## config.mk

```make
export PLATFORM = sky130hd
export DESIGN_NAME = wrap_addr_incr
export DESIGN_NICKNAME = d
export VERILOG_FILES = /design/src/rtl/wai_pkg.sv /design/src/rtl/wai_incr_gate.sv /design/src/rtl/wai_step_adder.sv /design/src/rtl/wai_lane_strobe.sv /design/src/rtl/wrap_addr_incr.sv
export SDC_FILE = /design/constraint.sdc
export NUM_CORES = 1
export LEC_CHECK = 0
export CAP_MARGIN = 20
export CORE_ASPECT_RATIO = 1.25
export CORE_MARGIN = 2
export CORE_UTILIZATION = 41
export DETAILED_ROUTE_END_ITERATION = 10
export GPL_TIMING_DRIVEN = 0
export PLACE_DENSITY_LB_ADDON = 0.08
export SLEW_MARGIN = 20
export SYNTH_ARGS = -nofsm -noshare
export SYNTH_HDL_FRONTEND = slang
export SYNTH_SLANG_ARGS = --single-unit
```

## constraint.sdc

```tcl
create_clock -name clk -period 4.65 [get_ports clk]
set_input_delay 1.395 -clock clk [delete_from_list [all_inputs] [get_ports clk]]
set_output_delay 1.395 -clock clk [all_outputs]
set_load 0.05 [all_outputs]
```

## src/rtl/wai_pkg.sv

```systemverilog
package wai_pkg;

    // Increment mode encoding shared by the gate and the top level
    typedef enum logic [1:0] {
        STEP_OFF    = 2'b00,
        STEP_SINGLE = 2'b01,
        STEP_PACKED = 2'b10,
        STEP_RSVD   = 2'b11
    } step_mode_e;

    // Size code width; the code value is log2 of the access byte count
    localparam int SIZE_W = 3;

endpackage

```

## src/rtl/wai_incr_gate.sv

```systemverilog
module wai_incr_gate
    import wai_pkg::*;
#(
    parameter int LANE_W = 2
) (
    input  logic [1:0]        step_mode,
    input  logic [SIZE_W-1:0] size_code,
    input  logic              banked_acc,
    input  logic              xfer_done,
    input  logic              xfer_err,
    output logic              size_ok,
    output logic              xfer_ok,
    output logic              inc_en
);

    step_mode_e mode_e;
    logic       mode_steps;

    always_comb begin
        mode_e     = step_mode_e'(step_mode);
        // Sizes wider than the data path are reserved
        size_ok    = (size_code <= SIZE_W'(LANE_W));
        // The reserved mode issues no transfer at all
        xfer_ok    = (mode_e != STEP_RSVD);
        mode_steps = (mode_e == STEP_SINGLE) || (mode_e == STEP_PACKED);
        inc_en     = xfer_done && !xfer_err && !banked_acc
                     && mode_steps && size_ok;
    end

endmodule

```

## src/rtl/wai_step_adder.sv

```systemverilog
module wai_step_adder
    import wai_pkg::*;
#(
    parameter int ADDR_W   = 32,
    parameter int WIN_BITS = 12,
    parameter int LANE_W   = 2
) (
    input  logic [ADDR_W-1:0] cur_addr,
    input  logic [SIZE_W-1:0] size_code,
    input  logic              size_ok,
    output logic [ADDR_W-1:0] stepped_addr
);

    logic [SIZE_W-1:0]   size_eff;
    logic [WIN_BITS-1:0] step_w;
    logic [WIN_BITS-1:0] low_aligned;
    logic [WIN_BITS-1:0] low_next;

    always_comb begin
        // A reserved size never loads; clamp so the shift stays bounded
        size_eff     = size_ok ? size_code : SIZE_W'(LANE_W);
        step_w       = WIN_BITS'(1) << size_eff;
        // Clear the bits below the access size, then add the step
        low_aligned  = cur_addr[WIN_BITS-1:0] & ~(step_w - WIN_BITS'(1));
        // The sum is truncated to the window width, which gives the wrap
        low_next     = low_aligned + step_w;
        stepped_addr = {cur_addr[ADDR_W-1:WIN_BITS], low_next};
    end

endmodule

```

## src/rtl/wai_lane_strobe.sv

```systemverilog
module wai_lane_strobe
    import wai_pkg::*;
#(
    parameter int LANES  = 4,
    parameter int LANE_W = $clog2(LANES)
) (
    input  logic              clk,
    input  logic              rst_n,
    input  logic [LANE_W-1:0] lane_addr,
    input  logic [SIZE_W-1:0] size_code,
    input  logic              size_ok,
    input  logic              xfer_ok,
    input  logic              banked_acc,
    output logic [LANES-1:0]  strb
);

    logic [SIZE_W-1:0] size_eff;
    logic [LANE_W:0]   span;
    logic [LANE_W-1:0] base;
    logic [LANES-1:0]  hit;

    always_comb begin
        size_eff = size_ok ? size_code : SIZE_W'(0);
        span     = (LANE_W+1)'(1) << size_eff;
        // First lane of the aligned access
        base     = lane_addr & ~LANE_W'(span - (LANE_W+1)'(1));
    end

    // One comparator pair per byte lane
    for (genvar g = 0; g < LANES; g++) begin : g_lane
        assign hit[g] = (g >= int'(base)) && (g < int'(base) + int'(span));
    end

    always_comb begin
        if (banked_acc)
            strb = '1;
        else if (xfer_ok && size_ok)
            strb = hit;
        else
            strb = '0;
    end


    byte_one_lane_chk: assert property (@(posedge clk) disable iff (!rst_n)
        (!banked_acc && xfer_ok && size_code == SIZE_W'(0)) |-> $countones(strb) == 1);


    half_two_lane_chk: assert property (@(posedge clk) disable iff (!rst_n)
        (!banked_acc && xfer_ok && size_code == SIZE_W'(1)) |-> $countones(strb) == 2);

endmodule

```

## src/rtl/wrap_addr_incr.sv

```systemverilog
module wrap_addr_incr
    import wai_pkg::*;
#(
    parameter int ADDR_W   = 32,
    parameter int WIN_BITS = 12,
    parameter int LANES    = 4
) (
    input  logic              clk,
    input  logic              rst_n,
    input  logic [ADDR_W-1:0] cur_addr,
    input  logic [SIZE_W-1:0] size_code,
    input  logic [1:0]        step_mode,
    input  logic              banked_acc,
    input  logic              xfer_done,
    input  logic              xfer_err,
    output logic [ADDR_W-1:0] next_addr,
    output logic              addr_load,
    output logic [LANES-1:0]  byte_strb
);

    localparam int LANE_W = $clog2(LANES);

    typedef struct packed {
        logic [ADDR_W-1:0] addr;
        logic              load;
    } incr_state_t;

    incr_state_t       st_d, st_q;
    logic              size_ok, xfer_ok, inc_en;
    logic [ADDR_W-1:0] stepped_addr;

    wai_incr_gate #(.LANE_W(LANE_W)) u_gate (
        .step_mode  (step_mode),
        .size_code  (size_code),
        .banked_acc (banked_acc),
        .xfer_done  (xfer_done),
        .xfer_err   (xfer_err),
        .size_ok    (size_ok),
        .xfer_ok    (xfer_ok),
        .inc_en     (inc_en)
    );

    wai_step_adder #(.ADDR_W(ADDR_W), .WIN_BITS(WIN_BITS), .LANE_W(LANE_W)) u_adder (
        .cur_addr     (cur_addr),
        .size_code    (size_code),
        .size_ok      (size_ok),
        .stepped_addr (stepped_addr)
    );

    wai_lane_strobe #(.LANES(LANES), .LANE_W(LANE_W)) u_strobe (
        .clk        (clk),
        .rst_n      (rst_n),
        .lane_addr  (cur_addr[LANE_W-1:0]),
        .size_code  (size_code),
        .size_ok    (size_ok),
        .xfer_ok    (xfer_ok),
        .banked_acc (banked_acc),
        .strb       (byte_strb)
    );

    always_comb begin
        st_d      = st_q;
        st_d.load = inc_en;
        if (inc_en)
            st_d.addr = stepped_addr;
    end

    always_ff @(posedge clk or negedge rst_n) begin
        if (!rst_n)
            st_q <= '0;
        else
            st_q <= st_d;
    end

    assign next_addr = st_q.addr;
    assign addr_load = st_q.load;


    load_after_ok_chk: assert property (@(posedge clk) disable iff (!rst_n)
        addr_load |-> $past(xfer_done && !xfer_err));


    banked_no_load_chk: assert property (@(posedge clk) disable iff (!rst_n)
        addr_load |-> !$past(banked_acc));


    mode_legal_chk: assert property (@(posedge clk) disable iff (!rst_n)
        addr_load |-> ($past(step_mode) == 2'b01 || $past(step_mode) == 2'b10));


    size_legal_chk: assert property (@(posedge clk) disable iff (!rst_n)
        addr_load |-> $past(size_code) <= SIZE_W'(LANE_W));


    upper_kept_chk: assert property (@(posedge clk) disable iff (!rst_n)
        addr_load |-> next_addr[ADDR_W-1:WIN_BITS] == $past(cur_addr[ADDR_W-1:WIN_BITS]));


    pulse_only_chk: assert property (@(posedge clk) disable iff (!rst_n)
        !$past(xfer_done) |-> !addr_load);

endmodule

```

# Word level (Yosys, flattened, before mapping)
# Cells that the tools add are included.
# totals
register_bits	33
latch_bits	0
ram_bits	0
romBits	0
word_cells	38
memories	0
# classes
addsub	4
n_mul	0
n_div	0
order_cmp	8
n_eq_ne	3
n_shift	2
muxes	4
bitwise	4
reduce_logical	11
# ops
op	n
less-than comparator 3 x 32 -> 1 bit, first input constant	2
less-than comparator 1 x 32 -> 1 bit, first input constant	1
less-than comparator 2 x 32 -> 1 bit, first input constant	1
adder 12 bit	1
AND 12 bit	1
NOT 12 bit	1
left shift 1 x 3 -> 12 bit, first input constant	1
subtractor 12 x 1 -> 12 bit, second input constant	1
logical AND 1 bit	8
2-to-1 mux 4 bit	2
2-to-1 mux 3 bit	2
adder 2 x 3 -> 4 bit	1
>= comparator 1 x 2 -> 1 bit, first input constant	2
less-or-equal comparator 3 x 2 -> 1 bit, second input constant	1
left shift 1 x 3 -> 3 bit, first input constant	1
AND 2 bit	1
== test 2 x 1 -> 1 bit, second input constant	1
== test 2 bit, second input constant	1
>= comparator 2 bit, first input constant	1
zero test 1 bit	2
!= test 2 bit, second input constant	1
NOT 2 bit	1
subtractor 2 x 1 -> 2 bit, second input constant	1
logical OR 1 bit	1

# Logic depth before layout (Yosys ltp)
# Gate-level depths: netlist of the first run.
# depth
ltp_word	11
mapped_depth	10
depth_no_buf	9

# Hierarchy
# A second synthesis of the first run with hierarchy kept.
# hier_totals
hier_cells	228
hier_area_um2	2449.8
# by_module_without_submodules
module	instances	cells_each	area_each_um2	seq_area_each_um2
wrap_addr_incr	1	69	1370.1	825.8
wai_step_adder	1	128	868.3	0.0
wai_lane_strobe	1	26	173.9	0.0
wai_incr_gate	1	5	37.5	0.0

# Worst setup path before layout of the first run
# No wires, ideal clock.
# synth_path
path_kind	input to output
startpoint	input port size_code[1]
endpoint	output port byte_strb[0]
t_arrival_ns	3.937
slack_ns	-0.682
path_stages	9
n_path_buf	1
path_cell_list	clkbuf_8 -> xnor2_1 -> nor2_1 -> nor2b_1 -> ha_1 -> or4b_4 -> o211ai_2 -> nor4_2 -> o31ai_1
# synth_between
elab_chain_len	11
elab_cells_between_ends	13
cone_classes	add/sub: 2; order compare: 3; shift: 1; mux: 3; bitwise: 2; reduce/logical: 2
# synth_rtl
element	line	source
start: declaration	wrap_addr_incr.sv:11	input logic [SIZE_W-1:0] size_code,
less-or-equal comparator 3 x 2 -> 1 bit	wai_incr_gate.sv:22	size_ok = (size_code <= SIZE_W'(LANE_W));
2-to-1 mux 3 bit	wai_lane_strobe.sv:23	size_eff = size_ok ? size_code : SIZE_W'(0);
left shift 1 x 3 -> 3 bit	wai_lane_strobe.sv:24	span = (LANE_W+1)'(1) << size_eff;
subtractor 2 x 1 -> 2 bit	wai_lane_strobe.sv:26	base = lane_addr & ~LANE_W'(span - (LANE_W+1)'(1));
NOT 2 bit	wai_lane_strobe.sv:26	
AND 2 bit	wai_lane_strobe.sv:26	
adder 2 x 3 -> 4 bit	wai_lane_strobe.sv:31	assign hit[g] = (g >= int'(base)) && (g < int'(base) + int'(span));
less-than comparator 1 x 32 -> 1 bit	wai_lane_strobe.sv:31	
logical AND 1 bit	wai_lane_strobe.sv:31	
2-to-1 mux 4 bit (*)	wai_lane_strobe.sv:37	else if (xfer_ok && size_ok)
2-to-1 mux 4 bit (*)	wai_lane_strobe.sv:35	if (banked_acc)
end: declaration	wrap_addr_incr.sv:18	output logic [LANES-1:0] byte_strb
# Mark *: on every way between the ends. The rest lies on a longest branch, timed or not.

# Worst setup path in the final report of the first run
# layout_path
startpoint	input port size_code[1]
endpoint	output port byte_strb[2]
# layout_between
elab_chain_len	11
elab_cells_between_ends	13
cone_classes	add/sub: 2; order compare: 3; shift: 1; mux: 3; bitwise: 2; reduce/logical: 2
# layout_rtl
element	line
less-or-equal comparator 3 x 2 -> 1 bit	wai_incr_gate.sv:22
2-to-1 mux 3 bit	wai_lane_strobe.sv:23
left shift 1 x 3 -> 3 bit	wai_lane_strobe.sv:24
subtractor 2 x 1 -> 2 bit	wai_lane_strobe.sv:26
NOT 2 bit	wai_lane_strobe.sv:26
AND 2 bit	wai_lane_strobe.sv:26
adder 2 x 3 -> 4 bit	wai_lane_strobe.sv:31
less-than comparator 3 x 32 -> 1 bit	wai_lane_strobe.sv:31
logical AND 1 bit	wai_lane_strobe.sv:31
2-to-1 mux 4 bit (*)	wai_lane_strobe.sv:37
2-to-1 mux 4 bit (*)	wai_lane_strobe.sv:35
# Marks and branches as above.

==> results.toml, run 1 <==
[clocking]
clock-sinks = 33
tritoncts = "yes"
clock_latency_ns = 0.27
cts-htree-levels = 2
cts_made_buffers = 5
root_buffer = "clkbuf_8"
cts.path.max_buffers = 2
cts_hold_buf = 0
clk_pin_slew_ns = 0.06

[synth]
synthArstFlopShare_pct = 100
synth_mux_area_share_pct = 0.573
synth_compound_area_share_pct = 12.4
synth_fp_nets = 250
synthXorXnorAreaFrac_pct = 6.01
syn-cell-area_um2 = 1750
avgSynthCellArea_um2 = 8.57
yosysSeqAreaShare_pct = 47.2
ys_ff_latch = 33
ys.warnings.count = 0
synth_cell_types = 37
synthTopCellsByArea = "dfrtp_1, nand2_1, o21ai_0"
syn_inst = 204
synth_top_family_by_area = "simple AND/OR/NAND/NOR gates"
synth_top_cell_area_share_pct = 47.2
synth-simple-area-share_pct = 24.2
yosys.area_share.adder_pct = 2.86
synth_edf_count = 0
yosys.area.top_type = "dfrtp_1"
synthFlopType = "dfrtp_1"

[cells_and_area]
fin_nets = 341
final_cell_count_no_fill = 352
fin_util_pct = 68.3
nFillCells = 360
fin_area_um2 = 2800
final_layout_size_suffix_gt1_share_pct = 15.2
area_delta_synth_final_pct = 60.3
diodes = 0

[worst_setup_path]
r2r_end = "next_addr[11]"
worstPathArrival_ns = 3.28
reg2regPathDepth = 2
slowest_delay_ns = 0.55
startpoint_type = "input port"
cp_data_required_time_ns = 3.25
worstPathMaxFanout = 4
reg2reg_from = "next_addr[11]"
worstPathCellList = "buf_8 -> buf_8 -> xnor2_4 -> nor2_2 -> nor2b_2 -> ha_2 -> or4b_4 -> o211ai_4 -> o21ai_2 -> a32oi_4 -> buf_6"
reg2reg_slack_ns = 3.99
cp_common_cell = "buf_8"
critPathCaptureType = "output pin"
critical_path_class = "input port to output pin"
slowest_stage = "or4b_4"

[sta]
rsz0062_at_grt = "yes"
tightest_slew_ns = 0.698
hold_violations = 0
timing.fmax_mhz = 214
fin_crit_sh_pct = 100
setup_slack_ns = -0.0202
maxSlewHeadroom_pct = 53.5
drv_slew = 0
setup_viol = 2
clock_skew_ns = 0
finalCriticalPeriod_ns = 4.67

[power_and_ir_drop]
sw_frac_of_total_pct = 43.1
leakage_uw = 0.00130
pwr-share-seq_pct = 33.5
clockPowerShare_pct = 17.2
p_int_uw = 665
p_sw_uw = 504
powerDensity_nw_per_um2 = 417
p_comb_share_pct = 49.3
ir_drop_mv = 0.174

[placed_design]
place_congestion = 0.801
dpl_cell_area_um2 = 2620
dpl_worst_slack_ns = -1.16
placedCellCount = 335
place_hpwl_um = 3070
portBuffers = 75

[global_route]
track_usage_pct = 18.5
gr-total-overflow = 0
antenna_found_initial = 0
grt_pass1_wl_um = 7130
grt_pass1_vias = 1584
grt_max_degree = 34

[floorplan]
die_y_um = 77
core_um2 = 4100
io_pins = 79
initial_utilization_pct = 42.6
die_x_um = 62.4
rows = 26
die-area_um2 = 4800

[drt]
vias_per_cell = 4.64
vias = 1635
drc = 0
ant_nets = 0
wire_per_inst_um = 11.7
wirelength_um = 4110
firstDrtPassIters = 4
drt_iter0_markers = 55

[hold_path]
min_from = "next_addr[13]"
worstHoldPathCells = 2
min_to = "next_addr[13]"
hold_class = "flop to flop"

[run]
cap_violations = 0

[status]
outcome = "finished with violations"
violations = "negative setup slack"
[stage by stage]
stage | setup TNS (ns) | hold slack, ns | power, µW
2_1_floorplan | -0.0308 | 0.741 | 752
3_3_place_gp | -4.18 | 0.456 | 956
3_5_place_dp | -4.34 | 0.461 | 963
4_1_cts | -0.0543 | 0.478 | 1180
5_1_grt | -0.181 | 0.493 | 1230
6_report | -0.0308 | 0.472 | 1170
[timing repair]
action / 4_1_cts / 5_1_grt
setup buffers: 9 / 0
setup endpoints to repair: 4 / 4
resized for setup: 39 / 6
pin swaps: 7 / 1
[layout by cell type, fill, tap and decap left out, types with 2 or more instances in the layout]
cell              n
nand2_1          81
clkdlybuf4s50_1  67
dfrtp_1          33
o21ai_0          16
buf_4            10
xnor2_1           7
inv_1             7
buf_6             6
clkbuf_8          6
a21oi_1           5
buf_2             5
clkbuf_1          4
xor2_1            4
nor3_1            3
nor2_1            3
and3_1            3
ha_1              3
buf_8             2
nand3b_1          2
clkinv_2          2
[critical path: cells and delay by family]
kind	cells	cell delay, ns
compound gates	3	0.43
xor+xnor	1	0.12
fa+ha+maj	1	0.19
buf+inv	3	0.40
simple gates	3	0.74
[cell usage after synthesis (2+ instances only)]
library cell / n
a21oi_1: 5
clkbuf_1: 4
buf_2: 3
buf_6: 2
nor3_1: 3
and3_1: 3
ha_1: 4
clkbuf_8: 2
o21ai_0: 18
dfrtp_1: 33
nor2_1: 4
xor2_1: 4
inv_1: 7
nand2_1: 81
nand3b_1: 2
xnor2_1: 8
[layout make-up]
cell class,instances,area [µm²],area share (%)
plain buffers,12,88.8,3.17
repair buffers,84,817,29.2
flip-flops and latches,33,826,29.5
multi-input cells,152,887,31.7
well taps,56,70.1,2.50
inverters,7,26.3,0.938
clock buffers,5,68.8,2.46
clock inverters,3,17.5,0.625
[sequential cells by signal, summed over array words and instances, names as in the netlist]
| signal | flops |
|---|---|
| next_addr | 32 |
| addr_load | 1 |
[cell families (layout without fill, tap and decap cells)]
kind of cell / Yosys count / in the layout
and+or+nand+nor: 99 / 99
buffers and inverters: 19 / 111
DFF: 33 / 33
AOI/OAI and AO/OA: 35 / 35
adders and majority gates: 4 / 4
muxes: 1 / 1
xor gates and xnor gates: 12 / 12
other: 1 / 1
[power by group through the flow]
stage	clock (µW)	combinational [µW]	sequential [µW]
floorplan	0	111	641
global placement	0	561	395
detailed placement	0	566	397
CTS	208	577	392
global route	223	606	401
finish	201	576	391
[how the worst max path moves through the flow]
stage	from	end	slack [ns]	cells after the start
after floorplan	size_code[1]	byte_strb[0]	-0.03	9
after global placement	size_code[1]	byte_strb[2]	-1.13	11
after detailed placement	size_code[1]	byte_strb[2]	-1.16	11
after CTS	size_code[1]	byte_strb[2]	-0.04	11
after global routing	size_code[1]	byte_strb[2]	-0.09	11
final	size_code[1]	byte_strb[2]	-0.02	11
[per-layer routing]
metal  GRT usage (%)  vias up  share of wire (%)
met2            32.6       50                 50
met3            3.96        5                5.2
met5               0        -                  0
met4            7.33        0                1.4
met1            22.0      736                 43
li1                -      844                  -
Note: power is estimated with default switching activity, not from simulation.
==> run 2, diff against run 1 <==
Settings changed: GPL_TIMING_DRIVEN 0 to default.
==> results.toml, run 2 (synthesis gave the netlist of run 1 again) <==
[status]
outcome = "complete, no violations"

[cells_and_area]
area_delta_synth_final_pct = 69.5
diodes = 0
regArea_um2 = 826
final_cell_mix = "nand2_1, clkdlybuf4s50_1, dfrtp_1"
final_layout_size_suffix_gt1_share_pct = 18.1
multiInputGateArea_um2 = 927
layout_commonest_cell = "nand2_1"
final_cell_count_no_fill = 355
largest_reg_flops = 32
nFillCells = 328
fin_nets = 344

[worst_setup_path]
worstPathMaxFanout = 4
critical_path_class = "input port to output pin"
critical_path.startpoint = "size_code[1]"
startpoint_type = "input port"
reg2reg_slack_ns = 3.99
critPathCaptureType = "output pin"
cp_data_required_time_ns = 3.25
reg2reg_from = "next_addr[5]"
reg2regPathDepth = 2
worstPathArrival_ns = 3.20

[floorplan]
rows = 26
die_y_um = 77
die_x_um = 62.4
io_pins = 79
core_um2 = 4100
initial_utilization_pct = 42.6
die-area_um2 = 4800

[sta]
finalCriticalPeriod_ns = 4.59
fin_crit_sh_pct = 98.8
drv_slew = 0
tightest_slew_ns = 0.682
setup_viol = 0
rsz0062_at_grt = "yes"
fin_setup_tns_ns = 0
fin_hold_ws_ns = 0.472
clock_skew_ns = 0
hold_violations = 0
maxSlewHeadroom_pct = 54.5
timing.fmax_mhz = 218

[drt]
ant_nets = 0
vias = 1674
firstDrtPassIters = 4
wire_per_inst_um = 12.3
drc = 0
drt_iter0_markers = 88
wirelength_um = 4360
vias_per_cell = 4.72

[global_route]
grt_max_degree = 43
gr-total-overflow = 0
grt_pass1_vias = 1629
antenna_found_initial = 0
track_usage_pct = 20.1
grt_pass1_wl_um = 7620

[hold_path]
hold_class = "flop to flop"
min_from = "next_addr[1]"
worstHoldPathCells = 2

[power_and_ir_drop]
leakage_uw = 0.00137
finalPower_uw = 1260
ir_drop_mv = 0.198
powerDensity_nw_per_um2 = 425

[clocking]
clock_latency_ns = 0.27
cts_made_buffers = 5
root_buffer = "clkbuf_8"
clk_pin_slew_ns = 0.06
cts.path.max_buffers = 2
tritoncts = "yes"
clock-sinks = 33
cts-htree-levels = 2

[run]
cap_violations = 0

[placed_design]
place_hpwl_um = 3170
portBuffers = 78
placedCellCount = 343
place_congestion = 0.735
## run 2: cell count changes in the layout (fill, tap and decap cells not counted), moves of 2 or more
cell             previous run  this run
clkdlybuf4s50_1            67        69
buf_2                       5         1
clkinv_2                    2         0
clkbuf_1                    4         1
buf_4                      10        20
buf_6                       6         2
buf_12                      0         5
## run 2: where the power goes
part           total [µW]  switching [µW]  internal (µW)  leakage [µW]
Clock                 269            94.4            175     0.0000585
Sequential            391            34.9            356      0.000424
Combinational         598             377            221      0.000884
Total                1260             506            751       0.00137
## run 2: through the flow
stage,utilization (%),cell area [µm²],setup WS [ns]
global placement,66.8,2740,-0.322
floorplan,-,1810,-0.0308
global route,72.3,2960,0.00418
CTS,71.5,2930,0.00175
detailed placement,66.8,2740,-0.383
finish,72.3,2960,0.0560
## run 2: timing repair
item                       in CTS  in global routing
gates resized for setup        32                 11
cloned                          0                  0
hold buffers                    0                  0
pin swaps                      10                  6
setup buffers                   4                  0
setup endpoints to repair       4                  2
## run 2: final timing paths
| check | end |
|---|---|
| worst max-delay path | byte_strb[2] |
| worst min-delay path | next_addr[1] |
| worst max register to register | next_addr[5] |
| worst min register to register | next_addr[1] |
| max in group asynchronous | next_addr[0] |
| min in group asynchronous | next_addr[3] |
## run 2: worst max-delay path, stage by stage
cell and delay [ns]:
buf_8 0.11, a21o_4 0.21, nand2_2 0.06, o21ai_2 0.05
ha_2 0.18, or4b_4 0.49, o211ai_4 0.14, o21ai_2 0.13
a32oi_4 0.27, buf_12 0.17
## run 2: area by class of cell
cell class,count,share of cell area [%]
Clock inverter,1,1.01
Sequential cell,33,27.9
Inverter,7,1.06
Clock buffer,7,2.91
Tap cell,56,2.36
Multi-Input combinational cell,152,31.3
Timing Repair Buffer,99,33.5
## run 2: metal layers
metal | wire (µm) | global-route usage [%]
met1 | 1750 | 23.7
met2 | 2230 | 34.6
met3 | 260 | 4.55
met4 | 114 | 8.89
met5 | 0 | 0
